==> config.mk <==
export PLATFORM = sky130hd
export DESIGN_NAME = wdog_supervisor
export DESIGN_NICKNAME = d
export VERILOG_FILES = /design/src/rtl/wdog_pkg.sv /design/src/rtl/wdog_tick_edge.sv /design/src/rtl/wdog_div7.sv /design/src/rtl/wdog_low_timer.sv /design/src/rtl/wdog_ctrl_fsm.sv /design/src/rtl/wdog_supervisor.sv
export SDC_FILE = /design/constraint.sdc
export NUM_CORES = 1
export LEC_CHECK = 0
export CAP_MARGIN = 20
export CORE_MARGIN = 4
export CORE_UTILIZATION = 38
export DETAILED_ROUTE_END_ITERATION = 10
export GPL_ROUTABILITY_DRIVEN = 0
export SLEW_MARGIN = 30
export SYNTH_ARGS = -nofsm -noshare
export SYNTH_HDL_FRONTEND = slang
export SYNTH_SLANG_ARGS = --single-unit
==> constraint.sdc <==
create_clock -name clk -period 3.6 [get_ports clk]
set_input_delay 0.36 -clock clk [delete_from_list [all_inputs] [get_ports clk]]
set_output_delay 0.36 -clock clk [all_outputs]
set_load 0.02 [all_outputs]
==> src/rtl/wdog_pkg.sv <==
package wdog_pkg;
    typedef enum logic [1:0] {
        ST_LOAD  = 2'd0,
        ST_OFF   = 2'd1,
        ST_ARMED = 2'd2,
        ST_FIRE  = 2'd3
    } wd_state_e;
endpackage

==> src/rtl/wdog_tick_edge.sv <==
module wdog_tick_edge (
    input  logic clk,
    input  logic rst_n,
    input  logic src,
    output logic tick
);
    logic prev_q;

    always_ff @(posedge clk or negedge rst_n) begin
        if (!rst_n) prev_q <= 1'b0;
        else        prev_q <= src;
    end

    // one pulse per low-to-high transition of the timer bit
    assign tick = src & ~prev_q;
endmodule

==> src/rtl/wdog_div7.sv <==
module wdog_div7 #(
    parameter int DIV = 7
) (
    input  logic clk,
    input  logic rst_n,
    input  logic clear,
    input  logic step,
    output logic expire
);
    localparam int CW = (DIV > 1) ? $clog2(DIV) : 1;
    localparam logic [CW-1:0] LAST = CW'(DIV - 1);

    logic [CW-1:0] cnt_q;

    always_ff @(posedge clk or negedge rst_n) begin
        if (!rst_n) begin
            cnt_q <= '0;
        end else if (clear) begin
            cnt_q <= '0;
        end else if (step) begin
            cnt_q <= (cnt_q == LAST) ? '0 : cnt_q + 1'b1;
        end
    end

    // the DIV-th step from zero is the expiry; a clear in the same cycle wins
    assign expire = step & ~clear & (cnt_q == LAST);
endmodule

==> src/rtl/wdog_low_timer.sv <==
module wdog_low_timer #(
    parameter int MIN_LOW_CLKS = 4
) (
    input  logic clk,
    input  logic rst_n,
    input  logic arm,
    input  logic pin_low,
    output logic done
);
    localparam int W = $clog2(MIN_LOW_CLKS + 1);
    localparam logic [W-1:0] LAST = W'(MIN_LOW_CLKS - 1);

    logic [W-1:0] run_q;

    always_ff @(posedge clk or negedge rst_n) begin
        if (!rst_n) begin
            run_q <= '0;
        end else if (!arm || !pin_low) begin
            run_q <= '0;
        end else if (run_q != LAST) begin
            run_q <= run_q + 1'b1;
        end
    end

    assign done = arm & pin_low & (run_q == LAST);
endmodule

==> src/rtl/wdog_ctrl_fsm.sv <==
module wdog_ctrl_fsm
    import wdog_pkg::*;
(
    input  logic clk,
    input  logic rst_n,
    input  logic strap_en,
    input  logic kick,
    input  logic expire,
    input  logic release_done,
    output logic en_out,
    output logic pull_out,
    output logic hold_clear
);
    wd_state_e state_q, state_d;

    always_ff @(posedge clk or negedge rst_n) begin
        if (!rst_n) state_q <= ST_LOAD;
        else        state_q <= state_d;
    end

    always_comb begin
        state_d = state_q;
        unique case (state_q)
            ST_LOAD:  state_d = (strap_en || kick) ? ST_ARMED : ST_OFF;
            ST_OFF:   if (kick) state_d = ST_ARMED;
            ST_ARMED: if (expire) state_d = ST_FIRE;
            ST_FIRE:  if (release_done) state_d = ST_LOAD;
            default:  state_d = ST_LOAD;
        endcase
    end

    always_comb begin
        en_out     = 1'b0;
        pull_out   = 1'b0;
        hold_clear = 1'b1;
        unique case (state_q)
            ST_LOAD:  ;
            ST_OFF:   ;
            ST_ARMED: begin
                en_out     = 1'b1;
                hold_clear = 1'b0;
            end
            ST_FIRE:  pull_out = 1'b1;
            default:  ;
        endcase
    end
endmodule

==> src/rtl/wdog_supervisor.sv <==
module wdog_supervisor #(
    parameter int DIV          = 7,
    parameter int MIN_LOW_CLKS = 4
) (
    input  logic clk,
    input  logic rst_n,
    input  logic strap_en,
    input  logic wr_stb,
    input  logic wr_data,
    input  logic tick_src,
    input  logic pin_sense,
    output logic en_rd,
    output logic pin_pull_low
);
    logic kick, tick, expire, release_done, hold_clear;

    assign kick = wr_stb & wr_data;

    wdog_tick_edge u_edge (
        .clk   (clk),
        .rst_n (rst_n),
        .src   (tick_src),
        .tick  (tick)
    );

    wdog_div7 #(.DIV(DIV)) u_div (
        .clk    (clk),
        .rst_n  (rst_n),
        .clear  (hold_clear | kick),
        .step   (tick),
        .expire (expire)
    );

    wdog_low_timer #(.MIN_LOW_CLKS(MIN_LOW_CLKS)) u_low (
        .clk     (clk),
        .rst_n   (rst_n),
        .arm     (pin_pull_low),
        .pin_low (~pin_sense),
        .done    (release_done)
    );

    wdog_ctrl_fsm u_fsm (
        .clk          (clk),
        .rst_n        (rst_n),
        .strap_en     (strap_en),
        .kick         (kick),
        .expire       (expire),
        .release_done (release_done),
        .en_out       (en_rd),
        .pull_out     (pin_pull_low),
        .hold_clear   (hold_clear)
    );
endmodule

==> reports/qor.yml <==
critical_path:
  path_class: "flop to primary output"
  slowest_stage: "clkdlybuf4s50_1"
  path_cells: "inv_1 > ha_1 > clkdlybuf4s50_1"
  path_buf_inv: 2
  cp_slowest_stage_delay_ns: 0.63
  end_kind: "primary output"
  worstPathArrival_ns: 1.65
  required_ns: 3.24
  reg2regPathDepth: 6
  worst-path-max-fanout: 4
  crit_cells: 3
  crit_family: "buffers and inverters"
  cp-start-kind: "flop"
die:
  dieArea_sq_um: 2090
  fp.coreArea_sq_um: 1320
  dieWidth_um: 45.7
  num_io_pins: 9
  rows: 13
  die_h_um: 45.7
  initial_utilization_pct: 41.0
clock_tree:
  clk_pin_slew_ns: 0.06
  cts_resized: 0
  clock-sinks: 9
  cts_tree: "done"
  cts_buffer_depth: 2
  worstSkewPairLatency_ns: 0.26
  htreeDepth: 1
  ctsHoldBuffers: 0
  post_cts_buffers: 0
  root_buffer: "clkbuf_4"
  cts_buffers: 3
timing:
  rsz0062_at_grt: "no"
  tns_ns: 0
  period_needed_ns: 2.01
  setup_viol: 0
  layout_setup_ws_ns: 1.59
  slew_violations: 0
  worst_pin_slew_ns: 0.414
  relSlewSlack_pct: 72.3
  max_freq_mhz: 497
  timing.final.crit_share_pct: 55.9
  skew_ns: 0.00206
  fin_hold_ws_ns: 0.394
  finalHoldViolCount: 0
synth:
  yosysUniqueCellTypes: 20
  synthCells: 54
  syn-num-nets: 67
  ys_seq_area_share_pct: 41.7
  synth_area_sq_um: 541
  avgSynthCellArea_sq_um: 10.0
  yosys_warnings: 0
  synth_seq_cells: 9
flow_run:
  cap_viol_max_count: 0
detailed_routing:
  wire_per_inst_um: 10.8
  drt_iter0_drc: 8
  antenna_left: 0
  totalWireLength_um: 877
  dr_wl_met3_um: 60
  firstDrtPassIters: 4
  wl_met2_um: 372
  drc: 0
  wl_met1_um: 436
  via_count: 381
  routed.top_layer: "met4"
  routed_via_density: 4.70
layout:
  syn2layout_area_growth_pct: 23.1
  drive_gt1_share_pct: 12.1
  layout_common_cells: "dfrtp_1, clkdlybuf4s50_1, nor2_1, nand2_1, ha_1"
  postLayoutCellArea_sq_um: 666
  n_antenna_cell: 0
  fin_util_pct: 50.5
  stdcell_count: 81
  nets: 80
  layout_commonest_cell: "dfrtp_1"
placement:
  hpwl_um: 699
  place_area_sq_um: 639
  dp_cells: 77
  port_buffers: 8
  place_ws_ns: 1.73
power_and_ir_drop:
  pwr-share-clk_pct: 20.0
  swShare_pct: 35.9
  pwr-share-seq_pct: 34.6
  irDropWorstVdd_uv: 322
  finalPower_uw: 396
  p_per_area_nw_per_um2: 595
  intPower_uw: 254
  power_frac_comb_pct: 45.5
  p_switching_uw: 142
  p_leak_nw: 0.305
grt:
  grt_overflow_total: 0
  antenna_found_initial: 0
  globalRouteTotalUtil_pct: 10.5
  grt_max_degree: 10
  grt_pass1_wl_um: 1470
  grt_pass1_vias: 334
status:
  status: "finished, final reports clean"
hold_path:
  hp-class: "primary input to asynchronous set/reset pin"
-- Yosys cell counts --
library cell | count | area, sq um
nand2b_4 | 1 | 13.8
o41ai_2 | 1 | 16.3
nand3b_1 | 2 | 15.0
inv_1 | 5 | 18.8
nor2_1 | 6 | 22.5
o21ai_0 | 3 | 15.0
xor2_1 | 1 | 8.76
a21oi_1 | 4 | 20.0
mux2i_1 | 2 | 20.0
and2_4 | 1 | 8.76
nor3b_1 | 1 | 7.51
nor2b_1 | 1 | 6.26
o21ai_1 | 1 | 5.00
nand3_2 | 1 | 10.0
nand2_1 | 6 | 22.5
nand4b_1 | 1 | 8.76
ha_1 | 6 | 75.1
dfrtp_1 | 9 | 225
nand2b_1 | 1 | 6.26
mux2_4 | 1 | 15.0
-- power by group through the flow --
stage / registers, mW / clock network, mW / logic, mW
6_report: 0.137 / 0.0790 / 0.180
3_3_place_gp: 0.138 / 0 / 0.183
2_1_floorplan: 0.135 / 0 / 0.134
4_1_cts: 0.136 / 0.0843 / 0.184
3_5_place_dp: 0.138 / 0 / 0.184
5_1_grt: 0.140 / 0.0896 / 0.201
-- sequential cells by signal, indices dropped and copies added, names as in the netlist --
name / count
u_div.cnt_q: 3
u_low.run_q: 3
u_fsm.state_q: 2
u_edge.prev_q: 1
-- area by class of cell --
class | count | area, sq um
clock buffers | 4 | 26.3
fillers | 128 | 652
inverters | 5 | 18.8
multi-input cells | 40 | 297
flip-flops and latches | 9 | 225
well taps | 15 | 18.8
repair buffers | 8 | 80.1
-- cells by family after synthesis --
kind of cell	count (synthesis)	synth area share [%]
adders and majority gates	6	13.9
xor gates and xnor gates	1	1.62
and+or+nand+nor	21	22.5
DFF	9	41.7
muxes	3	6.48
buffers and inverters	5	3.47
AOI/OAI and AO/OA	9	10.4
-- routing by layer --
layer	vias to the layer above	track usage, %
met5	-	0
met4	0	5.11
met3	2	5.93
met2	7	14.2
met1	168	13.3
li1	204	-
-- worst register-to-register path, stage by stage (launching register included) --
cell     delay [ns]
dfrtp_1        0.36
ha_1           0.16
ha_1           0.26
inv_1          0.06
o21ai_0        0.21
nand3_2        0.14
mux2_4         0.31
-- worst paths after layout --
path	start	endpoint	slack (ns)
worst max-delay path	u_fsm.state_q[0]	en_rd	1.59
worst min-delay path	rst_n	u_low.run_q[2]	0.39
worst max register to register	u_low.run_q[0]	u_fsm.state_q[0]	2.01
worst min register to register	u_low.run_q[2]	u_low.run_q[2]	0.53
max in group asynchronous	rst_n	u_low.run_q[0]	2.91
min in group clk	u_low.run_q[2]	u_low.run_q[2]	0.53
No activity file was read; power rests on OpenSTA's default activity.
